### src/rtl/dacfe_pkg.sv
package dacfe_pkg;
  // Bus organisation selected by the mode input.
  typedef enum logic {
    BUS_INTERLEAVED = 1'b0,
    BUS_DUAL        = 1'b1
  } bus_mode_e;

  // Bit positions of the strobe vector fed to the edge finder.
  localparam int STB_WR_A  = 0;
  localparam int STB_WR_B  = 1;
  localparam int STB_CK_A  = 2;
  localparam int STB_CK_B  = 3;
  localparam int NUM_STB   = 4;
  localparam int NUM_CHAN  = 2;
endpackage

### src/rtl/dacfe_edge.sv
// Rising-edge finder for a vector of level strobes sampled by clk.
module dacfe_edge #(
  parameter int           N    = 1,
  parameter logic [N-1:0] IDLE = '0
) (
  input  logic         clk,
  input  logic         rst,
  input  logic [N-1:0] lvl,
  output logic [N-1:0] rise
);
  logic [N-1:0] lvl_q;

  always_ff @(posedge clk) begin
    if (rst) lvl_q <= IDLE;
    else     lvl_q <= lvl;
  end

  for (genvar b = 0; b < N; b++) begin : g_bit
    assign rise[b] = lvl[b] & ~lvl_q[b];
  end
endmodule

### src/rtl/dacfe_latch.sv
// Input latches plus the interleave demultiplexer and transfer stage.
module dacfe_latch #(
  parameter int DW = 12
) (
  input  logic          clk,
  input  logic          rst,
  input  logic          dual,
  input  logic          ld_a,
  input  logic          ld_b,
  input  logic          xfer_en,
  input  logic          sel,
  input  logic [DW-1:0] port_a,
  input  logic [DW-1:0] port_b,
  output logic [DW-1:0] src_i,
  output logic [DW-1:0] src_q
);
  logic [DW-1:0] hold_i, hold_q, nxt_i, nxt_q;
  logic [DW-1:0] xfer_i, xfer_q;

  always_comb begin
    nxt_i = hold_i;
    nxt_q = hold_q;
    if (dual) begin
      if (ld_a) nxt_i = port_a;
      if (ld_b) nxt_q = port_b;
    end else if (ld_a) begin
      // The latch not selected is fed back with its own value.
      nxt_i = sel ? port_a : hold_i;
      nxt_q = sel ? hold_q : port_a;
    end
  end

  always_ff @(posedge clk) begin
    if (rst) begin
      hold_i <= '0;
      hold_q <= '0;
      xfer_i <= '0;
      xfer_q <= '0;
    end else begin
      hold_i <= nxt_i;
      hold_q <= nxt_q;
      if (!dual && xfer_en) begin
        xfer_i <= hold_i;
        xfer_q <= hold_q;
      end
    end
  end

  assign src_i = dual ? hold_i : xfer_i;
  assign src_q = dual ? hold_q : xfer_q;
endmodule

### src/rtl/dacfe_clkdiv.sv
// Halves the shared clock; the phase input forces the halved clock low.
module dacfe_clkdiv (
  input  logic clk,
  input  logic rst,
  input  logic en,
  input  logic ck_rise,
  input  logic hold,
  output logic core_rise
);
  logic phase;

  always_ff @(posedge clk) begin
    if (rst || !en || hold) phase <= 1'b0;
    else if (ck_rise)       phase <= ~phase;
  end

  assign core_rise = en & ~hold & ck_rise & ~phase;
endmodule

### src/rtl/dacfe_pipe.sv
// Converter latch followed by the remaining latency stages of one channel.
module dacfe_pipe #(
  parameter int DW  = 12,
  parameter int LAT = 4
) (
  input  logic          clk,
  input  logic          rst,
  input  logic          adv,
  input  logic [DW-1:0] din,
  output logic [DW-1:0] dout,
  output logic          upd
);
  logic [LAT-1:0][DW-1:0] stg;

  always_ff @(posedge clk) begin
    if (rst) begin
      stg <= '0;
      upd <= 1'b0;
    end else begin
      upd <= adv;
      if (adv) begin
        stg[0] <= din;
        for (int i = 1; i < LAT; i++) stg[i] <= stg[i-1];
      end
    end
  end

  assign dout = stg[LAT-1];
endmodule

### src/rtl/dacfe_top.sv
module dacfe_top
  import dacfe_pkg::*;
#(
  parameter int DW  = 12,
  parameter int LAT = 4
) (
  input  logic          clk,
  input  logic          rst,
  input  logic          mode_dual,
  input  logic          sleep,
  input  logic [DW-1:0] port_a,
  input  logic [DW-1:0] port_b,
  input  logic          wr_a,
  input  logic          wr_b,
  input  logic          ck_a,
  input  logic          ck_b,
  output logic [DW-1:0] core_i,
  output logic [DW-1:0] core_q,
  output logic          upd_i,
  output logic          upd_q
);
  localparam int NCH = NUM_CHAN;

  logic [NUM_STB-1:0]         stb, rise;
  logic                       wr_fall;
  logic                       core_rise;
  logic                       dual;
  logic [NCH-1:0][DW-1:0]     src, dout;
  logic [NCH-1:0]             adv, upd;

  assign dual = (bus_mode_e'(mode_dual) == BUS_DUAL);

  assign stb[STB_WR_A] = wr_a;
  assign stb[STB_WR_B] = wr_b;
  assign stb[STB_CK_A] = ck_a;
  assign stb[STB_CK_B] = ck_b;

  dacfe_edge #(.N(NUM_STB)) u_edge (
    .clk (clk), .rst (rst), .lvl (stb), .rise (rise)
  );

  // Falling write edge found as the rise of the inverted strobe.
  dacfe_edge #(.N(1), .IDLE(1'b1)) u_wr_fall (
    .clk (clk), .rst (rst), .lvl (~wr_a), .rise (wr_fall)
  );

  dacfe_latch #(.DW(DW)) u_latch (
    .clk     (clk),
    .rst     (rst),
    .dual    (dual),
    .ld_a    (rise[STB_WR_A]),
    .ld_b    (rise[STB_WR_B]),
    .xfer_en (wr_fall),
    .sel     (wr_b),
    .port_a  (port_a),
    .port_b  (port_b),
    .src_i   (src[0]),
    .src_q   (src[1])
  );

  dacfe_clkdiv u_div (
    .clk       (clk),
    .rst       (rst),
    .en        (~dual),
    .ck_rise   (rise[STB_CK_A]),
    .hold      (ck_b),
    .core_rise (core_rise)
  );

  assign adv[0] = (dual ? rise[STB_CK_A] : core_rise) & ~sleep;
  assign adv[1] = (dual ? rise[STB_CK_B] : core_rise) & ~sleep;

  for (genvar c = 0; c < NCH; c++) begin : g_chan
    dacfe_pipe #(.DW(DW), .LAT(LAT)) u_pipe (
      .clk  (clk),
      .rst  (rst),
      .adv  (adv[c]),
      .din  (src[c]),
      .dout (dout[c]),
      .upd  (upd[c])
    );
  end

  assign core_i = dout[0];
  assign core_q = dout[1];
  assign upd_i  = upd[0];
  assign upd_q  = upd[1];
endmodule

### config.mk
export PLATFORM = sky130hd
export DESIGN_NAME = dacfe_top
export DESIGN_NICKNAME = d
export VERILOG_FILES = /design/src/rtl/dacfe_pkg.sv /design/src/rtl/dacfe_edge.sv /design/src/rtl/dacfe_latch.sv /design/src/rtl/dacfe_clkdiv.sv /design/src/rtl/dacfe_pipe.sv /design/src/rtl/dacfe_top.sv
export SDC_FILE = /design/constraint.sdc
export NUM_CORES = 1
export LEC_CHECK = 0
export BUFFER_PORTS_ARGS = -buffer_cell sky130_fd_sc_hd__buf_2
export CAP_MARGIN = 5
export CORE_ASPECT_RATIO = 1.75
export CORE_UTILIZATION = 43
export DETAILED_ROUTE_END_ITERATION = 8
export PLACE_DENSITY = 0.7
export SLEW_MARGIN = 20
export SYNTH_ARGS = -nofsm -noshare
export SYNTH_HDL_FRONTEND = slang
export SYNTH_HIERARCHICAL = 1
export SYNTH_SLANG_ARGS = --single-unit
### constraint.sdc
create_clock -name clk -period 4.54 [get_ports clk]
set_input_delay 1.362 -clock clk [delete_from_list [all_inputs] [get_ports clk]]
set_output_delay 1.362 -clock clk [all_outputs]
set_load 0.01 [all_outputs]
# Word level (Yosys, flattened, before mapping)
# Cells that the tools add are included.
dict set report word_totals {
  reg_bits 152
  inputBits 32
  output_inout_bits 26
  wordCells 59
}
dict set report op_classes {
  n_eq_ne 2
  n_mux 12
  bitwise 20
  n_reduce_logical 8
}
# operator n
set ops {}
lappend ops {{12-bit two-way mux} 10}
lappend ops {{1-bit AND} 10}
lappend ops {{1-bit inverter} 10}
lappend ops {{2-bit nonzero test} 2}
lappend ops {{3-bit AND reduction} 1}
lappend ops {{1-bit logical OR} 2}
lappend ops {{1-bit two-way mux} 2}
lappend ops {{2-bit by 1-bit != test with 1-bit output (second input constant)} 1}
lappend ops {{2-bit != test (second input constant)} 1}
lappend ops {{2-bit AND reduction} 1}
lappend ops {{1-bit logical AND} 1}
lappend ops {{1-bit logical NOT} 1}

# Logic depth before layout (Yosys ltp)
# Gate-level depths: netlist of run 1.
dict set report logic_depth {
  depth_word 6
  depth_mapped 9
  mapped_depth_nobuf 6
}

# Cells and area by module
# The synthesis of run 1 kept the hierarchy.
# mod instances cells_per_inst area_per_inst_um2 seq_area_each_um2
set by_module_without_submodules {}
lappend by_module_without_submodules {dacfe_pipe 2 169 1828.0 980.9}
lappend by_module_without_submodules {dacfe_latch 1 254 2272.2 960.9}
lappend by_module_without_submodules {{dacfe_edge (u_edge)} 1 12 140.1 80.1}
lappend by_module_without_submodules {dacfe_clkdiv 1 4 56.3 20.0}
lappend by_module_without_submodules {dacfe_top 1 7 38.8 0.0}
lappend by_module_without_submodules {{dacfe_edge (u_wr_fall)} 1 3 32.5 20.0}

# Worst setup path before layout of run 1
# OpenSTA, ideal clock, no wires.
dict set report synth_path {
  kind {in2reg}
  from {input ck_a}
  to {register g_chan[1].u_pipe/stg[10] (netlist bit)}
  setup_time_ns 0.117
  arrival_ns 2.585
  required_time_ns 4.423
  slack_ns 1.838
  path_stages 9
  n_path_buf 3
  path_cell_list {nor2b_2 and4bb_2 nand2b_4 a21oi_1 buf_6 buf_8 buf_12 mux2i_1 nor2_1}
}
dict set report synth_via {
  elab_chain_len 5
}
# item line
set synth_rtl {}
lappend synth_rtl {{start, declared} dacfe_top.sv:15} ;# input logic ck_a,
lappend synth_rtl {{1-bit AND} dacfe_edge.sv:19} ;# assign rise[b] = lvl[b] & ~lvl_q[b];
lappend synth_rtl {{1-bit AND (2 in series)} dacfe_clkdiv.sv:17} ;# assign core_rise = en & ~hold & ck_rise & ~phase;
lappend synth_rtl {{net core_rise} dacfe_top.sv:26} ;# logic core_rise;
lappend synth_rtl {{1-bit two-way mux} dacfe_top.sv:71} ;# assign adv[1] = (dual ? rise[STB_CK_B] : core_rise) & ~sleep;
lappend synth_rtl {{1-bit AND} dacfe_top.sv:71}
lappend synth_rtl {{net adv[1]} dacfe_top.sv:29} ;# logic [NCH-1:0] adv, upd;
lappend synth_rtl {{end, declared} dacfe_pipe.sv:13} ;# logic [LAT-1:0][DW-1:0] stg;
# The timed path passes the listed nets, and every way through them passes these cells.
# A chain may end at the register's enable or synchronous reset.

# Worst setup path after layout of run 1
dict set report layout_path {
  from {input mode_dual}
  to {register u_latch.xfer_i[4]}
}
dict set report layout_via {
  elab_chain_len 2
}
# item line
set layout_rtl {}
lappend layout_rtl {{start, declared} dacfe_top.sv:9} ;# input logic mode_dual,
lappend layout_rtl {{1-bit logical NOT} dacfe_latch.sv:42} ;# if (!dual && xfer_en) begin
lappend layout_rtl {{1-bit logical AND} dacfe_latch.sv:42}
lappend layout_rtl {{end signal, assigned} dacfe_latch.sv:43} ;# xfer_i <= hold_i;
lappend layout_rtl {{end, declared} dacfe_latch.sv:18} ;# logic [DW-1:0] xfer_i, xfer_q;
# No other way between the ends.

==> results of run 1 <==
==> synth_stat cells, drive strengths merged <==
cell type / count / area (um2)
a21oi: 50 / 250.2
and4bb: 1 / 12.51
buf: 55 / 424.2
clkbuf: 12 / 45.04
dfxtp: 152 / 3043
inv: 2 / 7.510
mux2: 36 / 442.9
mux2i: 108 / 1081
nand2: 74 / 277.8
nand2b: 3 / 33.79
nor2: 96 / 360.4
nor2b: 12 / 85.08
nor4b: 1 / 15.01
o21a: 13 / 97.59
o21ai: 1 / 5.000
or2: 1 / 6.260
xnor2: 1 / 8.760
==> final timing paths <==
check,end,slack [ns],from
worst min-delay path,u_latch/xfer_q[5]$_SDFFE_PP0P_,0.46,u_latch/xfer_q[5]$_SDFFE_PP0P_
worst max-delay path,u_latch/xfer_i[4]$_SDFFE_PP0P_,1.49,mode_dual
worst max register to register,g_chan[1].u_pipe/dout[4]$_SDFFE_PP0P_,2.78,u_edge/lvl_q[2]$_SDFF_PP0_
worst min register to register,u_latch/xfer_q[5]$_SDFFE_PP0P_,0.46,u_latch/xfer_q[5]$_SDFFE_PP0P_
==> power groups by stage <==
stage / Combinational (W) / Sequential (W) / Clock [W]
detailed placement: 0.000176 / 0.00140 / 0
global placement: 0.000171 / 0.00140 / 0
global route: 0.000191 / 0.00137 / 0.00153
finish: 0.000175 / 0.00137 / 0.00145
CTS: 0.000177 / 0.00137 / 0.00147
floorplan: 0.000144 / 0.00140 / 0
==> stage by stage <==
stage                     worst slack, ns  utilization [%]
final                               1.489            49.66
after detailed placement            1.095            45.22
after CTS                           1.493            49.64
after floorplan                     1.838                -
after global placement              1.182            45.22
after global routing                1.270            49.66
==> tightest hold or removal path, cell delays in order, from the launching register on <==
cell	delay (ns)
dfxtp_1	0.31
nand2_1	0.05
a21oi_1	0.05
==> cells by family (layout without fill, tap and decap cells) <==
kind of cell              count (synthesis)  count (layout)
AOI/OAI and AO/OA                        64              64
xor gates and xnor gates                  1               1
buffers and inverters                    69              94
DFF                                     152             152
muxes                                   144             144
other                                     0               1
and+or+nand+nor                         188             188
==> layout make-up <==
cell class	instances	area [um2]	area share (%)
clock buffers	17	425.4	6.128
diodes	1	2.502	0.03605
inverters	2	7.507	0.1081
repair buffers	60	347.8	5.011
well taps	177	221.5	3.190
multi-input cells	397	2701	38.91
clock inverters	15	192.7	2.776
flip-flops and latches	152	3043	43.84
==> sequential cells by signal, summed over array words and instances (netlist names), 2 cells and up <==
| register | count |
|---|---|
| g_chan.u_pipe/dout | 24 |
| u_edge/lvl_q | 4 |
| g_chan.u_pipe/upd | 2 |
| u_latch/xfer_i | 12 |
| u_latch/xfer_q | 12 |
| u_latch/hold_q | 12 |
| u_latch/hold_i | 12 |
| g_chan.u_pipe/stg | 72 |
==> metal layers <==
layer  global-route usage [%]  vias to the layer above  wire, um
met5                        0                        -         0
met2                    23.97                       68      5291
li1                         -                     2061         -
met3                    3.646                       19       299
met4                    8.462                        0       270
met1                    18.15                     1846      4812
==> results.md, run 1 <==
* Status: finished, final reports clean
* Worst-Skew Late Latency at 0.41 ns
* Total Routing Usage GR at 14.96%
* Synth Area in Compound Gates at 5.695%
* Critical Path RT at 4.87 ns
* Crit Path Class: in2reg
* Max H-tree Level at 4
* Cell internal pwr at 0.002314 W
* Initial detailed-routing violation count at 245
* Post-synthesis register bit count at 152
* Sw power at 0.0006828 W
* Xor and xnor area share after synthesis at 0.1414%
* Vias at 3994
* Worst-path fanout max at 56
* Sw frac at 22.78%
* CTS Buffer Depth at 2
* Mapped Cells at 618
* Fmax at 327.8 MHz
* Post-Route WL at 10.67 mm
* GRT overflow at 0
* Power Density at 431.8 nW/um2
* Combinational power share at 5.8%
* Routability cong. at 0.7600
* CTS tree: built
* Yosys warns at 6
* Min-Delay Path Depth at 2
* Crit path buf inv count at 1
* Synthesized area at 6196 um2
* Setup bufs post-CTS at 0
* Largest family of logic cells by synthesized area: multiplexers
* Critical path depth at 4
* Port-buffer cells at 57
* Worst path cell trace: buf_2, nand2b_1, nand2_1, a21oi_1
* First-pass GRT wire length at 17.80 mm
* Syn avg cell area at 10.03 um2
* Clk network pwr share at 48.4%
* Post-CTS Hold Buffers at 0
* Sink Count at 152
* # setup viols final at 0
* Part of the cycle the worst path needs at 67.20%
* Top delay family on crit path: simple AND/OR/NAND/NOR gates
* Inserted Clock Buffers at 17
* Slew @ Worst Pin at 1.054 ns
* Detail Route Antenna Nets at 0
* Placed cells at 788
* Worst path arrival time at 3.39 ns
* Final Power at 0.002997 W
* Die Height at 160.8 um
* Cell area after layout at 6942 um2
* Net Count, Synth at 650
* WHS at 0.4553 ns
* R2R depth at 7
* Drt first pass iters at 4
* Yosys cell types at 25
* Final min period at 3.051 ns
* DIE AREA at 14910 um2
* DRC Markers at 0
* Post-CTS sizing at 0
* Peak supply drop at 257.8 uV
* Placed Area at 6321 um2
* Vias/cell at 4.865
* Chip width at 92.74 um
* Startpoint types: input pin
* Slew Limit Fails at 0
* Total Neg Setup Slack at 0 ns
* Hold crit path type: reg2reg
* Leakage at 2.677 nW
* Register share of total power at 45.8%
* Initial antenna violation count at 1
* Clock-pin slew on the worst setup and hold paths at 0.06 ns
* Initial Utilization at 44.33%
* Sequential area share after synthesis at 49.11%
* Critical Path Sink Type: flop
* CP max stage cell: nand2b_1
* Core footprint at 13980 um2
* Final Skew at 0.007581 ns
* Number of global-route vias before repair at 3820
* IO Pins at 58
* Fin cells at 821
* WL/cell at 13.00 um
* Final Net Count at 662
* Most common cell after layout, fill and taps aside: dfxtp_1
* Mux cell area share after synthesis at 24.60%
* Fillers at 1319
* Slew HR at 29.73%
* Num rows at 57
* Post-Synth Adder-Cell Area at 0%
* Largest net degree at the start of global routing at 93
* CP peak stage delay at 0.87 ns
* Final Hold Violating Endpoints at 0
* Number of max-cap violations at 0
* Dpl hpwl at 6.912 mm
* Area Growth Syn to Fin at 12.04%
* RSZ-0062 raised after global routing: no
* Most frequent cells in the layout: dfxtp_1 (152), mux2i_1 (108), nor2_1 (96)
* Share of post-route cells with drive strength above 1 at 21.31%
* Root buf cell: clkbuf_16
* Synth Area in Simple Gates at 12.76%
No activity file was read; power rests on OpenSTA's default activity.
==> run 2, diff against run 1 <==
ABC_AREA = 1   (was unset)
PLACE_DENSITY = 0.72   (was 0.7)
clock period = 2.55 ns   (was 4.54 ns; I/O delays follow)
==> results.md, run 2 <==
* Most frequent cells in the layout: nand2_1 (296), nor2_1 (264), dfxtp_1 (152)
* Sink Count at 152 (unchanged)
* Startpoint types: input pin
* Die Height at 167.4 um (+4.1%)
* Min-Delay Path Depth at 2 (unchanged)
* Chip width at 96.50 um (+4.1%)
* Post-synthesis register bit count at 152 (unchanged)
* Post-CTS Hold Buffers at 0 (unchanged)
* RSZ-0062 raised after global routing: no
* # diodes at 0 (-1)
* R2R depth at 9 (+2)
* Fillers at 1579 (+20%)
* Synth Area in Simple Gates at 33.18% (+20 points)
* Total Routing Usage GR at 15.21% (+0.26 points)
* Power Density at 749.8 nW/um2 (+74%)
* Max FFs per register at 72 (unchanged)
* Top delay family on crit path: buffers and inverters
* Sequential Area at 3043 um2 (unchanged)
* Hold crit path type: reg2reg
* Worst path arrival time at 2.09 ns (-1.30 ns)
* Hold EP: g_chan[0].u_pipe/dout[11]$_SDFFE_PP0P_
* Xor and xnor area share after synthesis at 0% (-0.14 points)
* Critical Path RT at 2.85 ns (-2.02 ns)
* Number of global-route vias before repair at 4672 (+22%)
* Final Skew at 0.008620 ns (+0.001039 ns)
* Sw frac at 25.21% (+2.4 points)
* Detail Route Antenna Nets at 0 (unchanged)
* Vias at 5335 (+34%)
* Core footprint at 15310 um2 (+9.6%)
* Post-Synth Adder-Cell Area at 0% (unchanged)
* Area Growth Syn to Fin at 10.87%
* Num rows at 60 (+5.3%)
* Post-Route WL at 11.36 mm (+6.4%)
* Async S/R FF share, synth at 0% (unchanged)
* Largest Register: g_chan.u_pipe/stg
* Yosys cell types at 20 (-20%)
* Post-synth EDFFs at 0 (unchanged)
* Dpl ws at 0.3447 ns (-0.7504 ns)
* Final min period at 1.781 ns
* Status: finished, final reports clean
* Yosys warns at 6 (unchanged)
* Worst r2r dst: g_chan[1].u_pipe/stg[23]$_SDFFE_PP0P_
* Synth top cells by count: nand2_1 (296), nor2_1 (264), dfxtp_1 (152), inv_1 (124), o21ai_0 (39)
* Vias/cell at 4.366 (-10%)
* Leakage at 3.431 nW (+28%)
* Setup WS post-layout at 0.7693 ns (-0.7196 ns)
* IO Pins at 58 (unchanged)
* Worst Min Path Start: g_chan[0].u_pipe/dout[11]$_SDFFE_PP0P_
* Synthesized area at 6720 um2 (+8.5%)
* Synth Area in Compound Gates at 5.753% (+0.058 points)
* Routability cong. at 0.7797 (+2.6%)
* Worst-Skew Late Latency at 0.42 ns (about the same)
* Inserted Clock Buffers at 17 (unchanged)
* Number of max-cap violations at 0 (unchanged)
* Final Hold Violating Endpoints at 0 (unchanged)
* Mux cell area share after synthesis at 0% (-25 points)
* WHS at 0.4655 ns (+0.01022 ns)
* Clock-pin slew on the worst setup and hold paths at 0.06 ns (about the same)
* Post-synth top area cell: dfxtp_1
* Worst path cell trace: buf_2, inv_2, nand2_1, nor2_1, nand2_2, a21oi_4, buf_12, nand2_1, nand2_1, nor2_1
* Final Net Count at 1055 (+59%)
* Slew @ Worst Pin at 0.4986 ns (-0.5555 ns)
* Post-CTS sizing at 0 (unchanged)
* GRT overflow at 0 (unchanged)
* Initial antenna violation count at 0 (-1)
* Cell internal pwr at 0.004178 W (+81%)
* Final Power at 0.005587 W (+86%)
* CTS Buffer Depth at 2 (unchanged)
* Initial Utilization at 43.88% (-0.44 points)
* CP max stage cell: buf_12
* Mapped Cells at 1013 (+64%)
* CP dominant cell by count: nand2_1
* Largest family of logic cells by synthesized area: simple AND/OR/NAND/NOR gates
* CTS tree: built
* Clk network pwr share at 44.2% (-4.2 points)
* First-pass GRT wire length at 19.93 mm (+12%)
* Root buf cell: clkbuf_16
* R2r setup slk at 0.94 ns (-1.84 ns)
* Dpl hpwl at 7.366 mm (+6.6%)
* Top-count cell post-synth: nand2_1
* Fmax at 561.6 MHz
* Slew Limit Fails at 0 (unchanged)
* Initial detailed-routing violation count at 277 (+13%)
* Area taken by multi-input logic gates at 2639 um2 (-2.3%)
* Crit path buf inv count at 3 (+2)
* Peak supply drop at 311.9 uV (+21%)
* CP peak stage delay at 0.25 ns (-0.62 ns)
* Combinational power share at 9.8% (+4.0 points)
* Part of the cycle the worst path needs at 69.83%
* Most common flop cell mapped by yosys: dfxtp_1
* Sequential area share after synthesis at 45.28% (-3.8 points)
* Critical Path Sink Type: flop
* Worst-path fanout max at 56 (unchanged)
* Port-buffer cells at 57 (unchanged)
* Net Count, Synth at 1045 (+61%)
* Setup bufs post-CTS at 0 (unchanged)
* Max H-tree Level at 4 (unchanged)
* Sw power at 0.001409 W (+110%)
* Post-synth top area share at 45.28% (-3.8 points)
* Register share of total power at 46.0% (+0.2 points)
* Reg-to-reg critical path startpoint: u_edge/lvl_q[2]$_SDFF_PP0_
* # setup viols final at 0 (unchanged)
* Syn avg cell area at 6.634 um2 (-34%)
* WL/cell at 9.298 um (-28%)
* Slew HR at 66.71% (+37 points)
* DIE AREA at 16150 um2 (+8.3%)
* Share of post-route cells with drive strength above 1 at 11.49% (-9.8 points)
* Most common cell after layout, fill and taps aside: nand2_1
* DRC Markers at 0 (unchanged)
* Total Neg Setup Slack at 0 ns (unchanged)
* Synth area leaders: dfxtp_1 (45%), nand2_1 (17%), nor2_1 (15%)
* Drt first pass iters at 5 (+1)
* Crit Path Class: in2reg
* Largest net degree at the start of global routing at 58 (-38%)
==> run 2: cell count changes in the layout (fill, tap and decap cells not counted), moves of 9 or more <==
cell,before,now
a21oi_1,48,24
inv_1,2,124
mux2_2,24,0
mux2_4,10,0
mux2i_1,108,0
nand2_1,74,296
nand3_1,0,9
nor2_1,96,264
o21a_1,13,0
o21ai_0,0,39
==> run 2: cell families (layout without fill, tap and decap cells) <==
group                  after synthesis  count (layout)
and+or+nand+nor                    578             578
AOI/OAI and AO/OA                   75              75
DFF                                152             152
buffers and inverters              208             231
==> run 2: tightest hold or removal path, cell delays in order (launching register included) <==
cell	delay, ns
dfxtp_1	0.30
nor2_1	0.08
nor2_1	0.05
==> run 2: power by group through the flow <==
stage | clock (W) | sequential, W | combinational (W)
after floorplan | 0 | 0.00261 | 0.000469
after global placement | 0 | 0.00262 | 0.000541
after detailed placement | 0 | 0.00262 | 0.000549
after CTS | 0.00253 | 0.00257 | 0.000553
after global routing | 0.00263 | 0.00258 | 0.000642
final | 0.00247 | 0.00257 | 0.000547
==> run 2: metrics by stage <==
step	utilization (%)	std cells	instance area, um2
final	48.65	1222	7451
after global routing	48.65	1222	7451
after CTS	48.65	1222	7451
after detailed placement	44.77	1190	6857
after global placement	44.77	1190	6857
after floorplan	-	1013	6720
==> run 2: how the worst max path moves through the flow <==
| stage | to | start | cells past startpoint | slack [ns] |
|---|---|---|---|---|
| after CTS | g_chan[0].u_pipe/stg[21]$_SDFFE_PP0P_ | mode_dual | 10 | 0.79 |
| after global placement | g_chan[0].u_pipe/dout[9]$_SDFFE_PP0P_ | mode_dual | 10 | 0.39 |
| after floorplan | g_chan[1].u_pipe/stg[0]$_SDFFE_PP0P_ | ck_a | 11 | 0.70 |
| after global routing | g_chan[0].u_pipe/stg[19]$_SDFFE_PP0P_ | ck_a | 11 | 0.59 |
| after detailed placement | g_chan[0].u_pipe/stg[21]$_SDFFE_PP0P_ | mode_dual | 10 | 0.34 |
| final | g_chan[1].u_pipe/stg[23]$_SDFFE_PP0P_ | mode_dual | 10 | 0.77 |
==> run 2: area by class of cell <==
cell class / instances / area share [%]
flip-flops and latches: 152 / 40.84
multi-input cells: 653 / 35.42
inverters: 129 / 6.499
repair buffers: 70 / 6.146
clock buffers: 17 / 5.709
well taps: 186 / 3.123
clock inverters: 15 / 2.267
==> run 2: metal layers <==
layer	GRT usage (%)	part of all wire [%]
met5	0	0
met2	25.05	47
met1	18.54	47
met4	6.714	1.9
met3	3.451	3.3
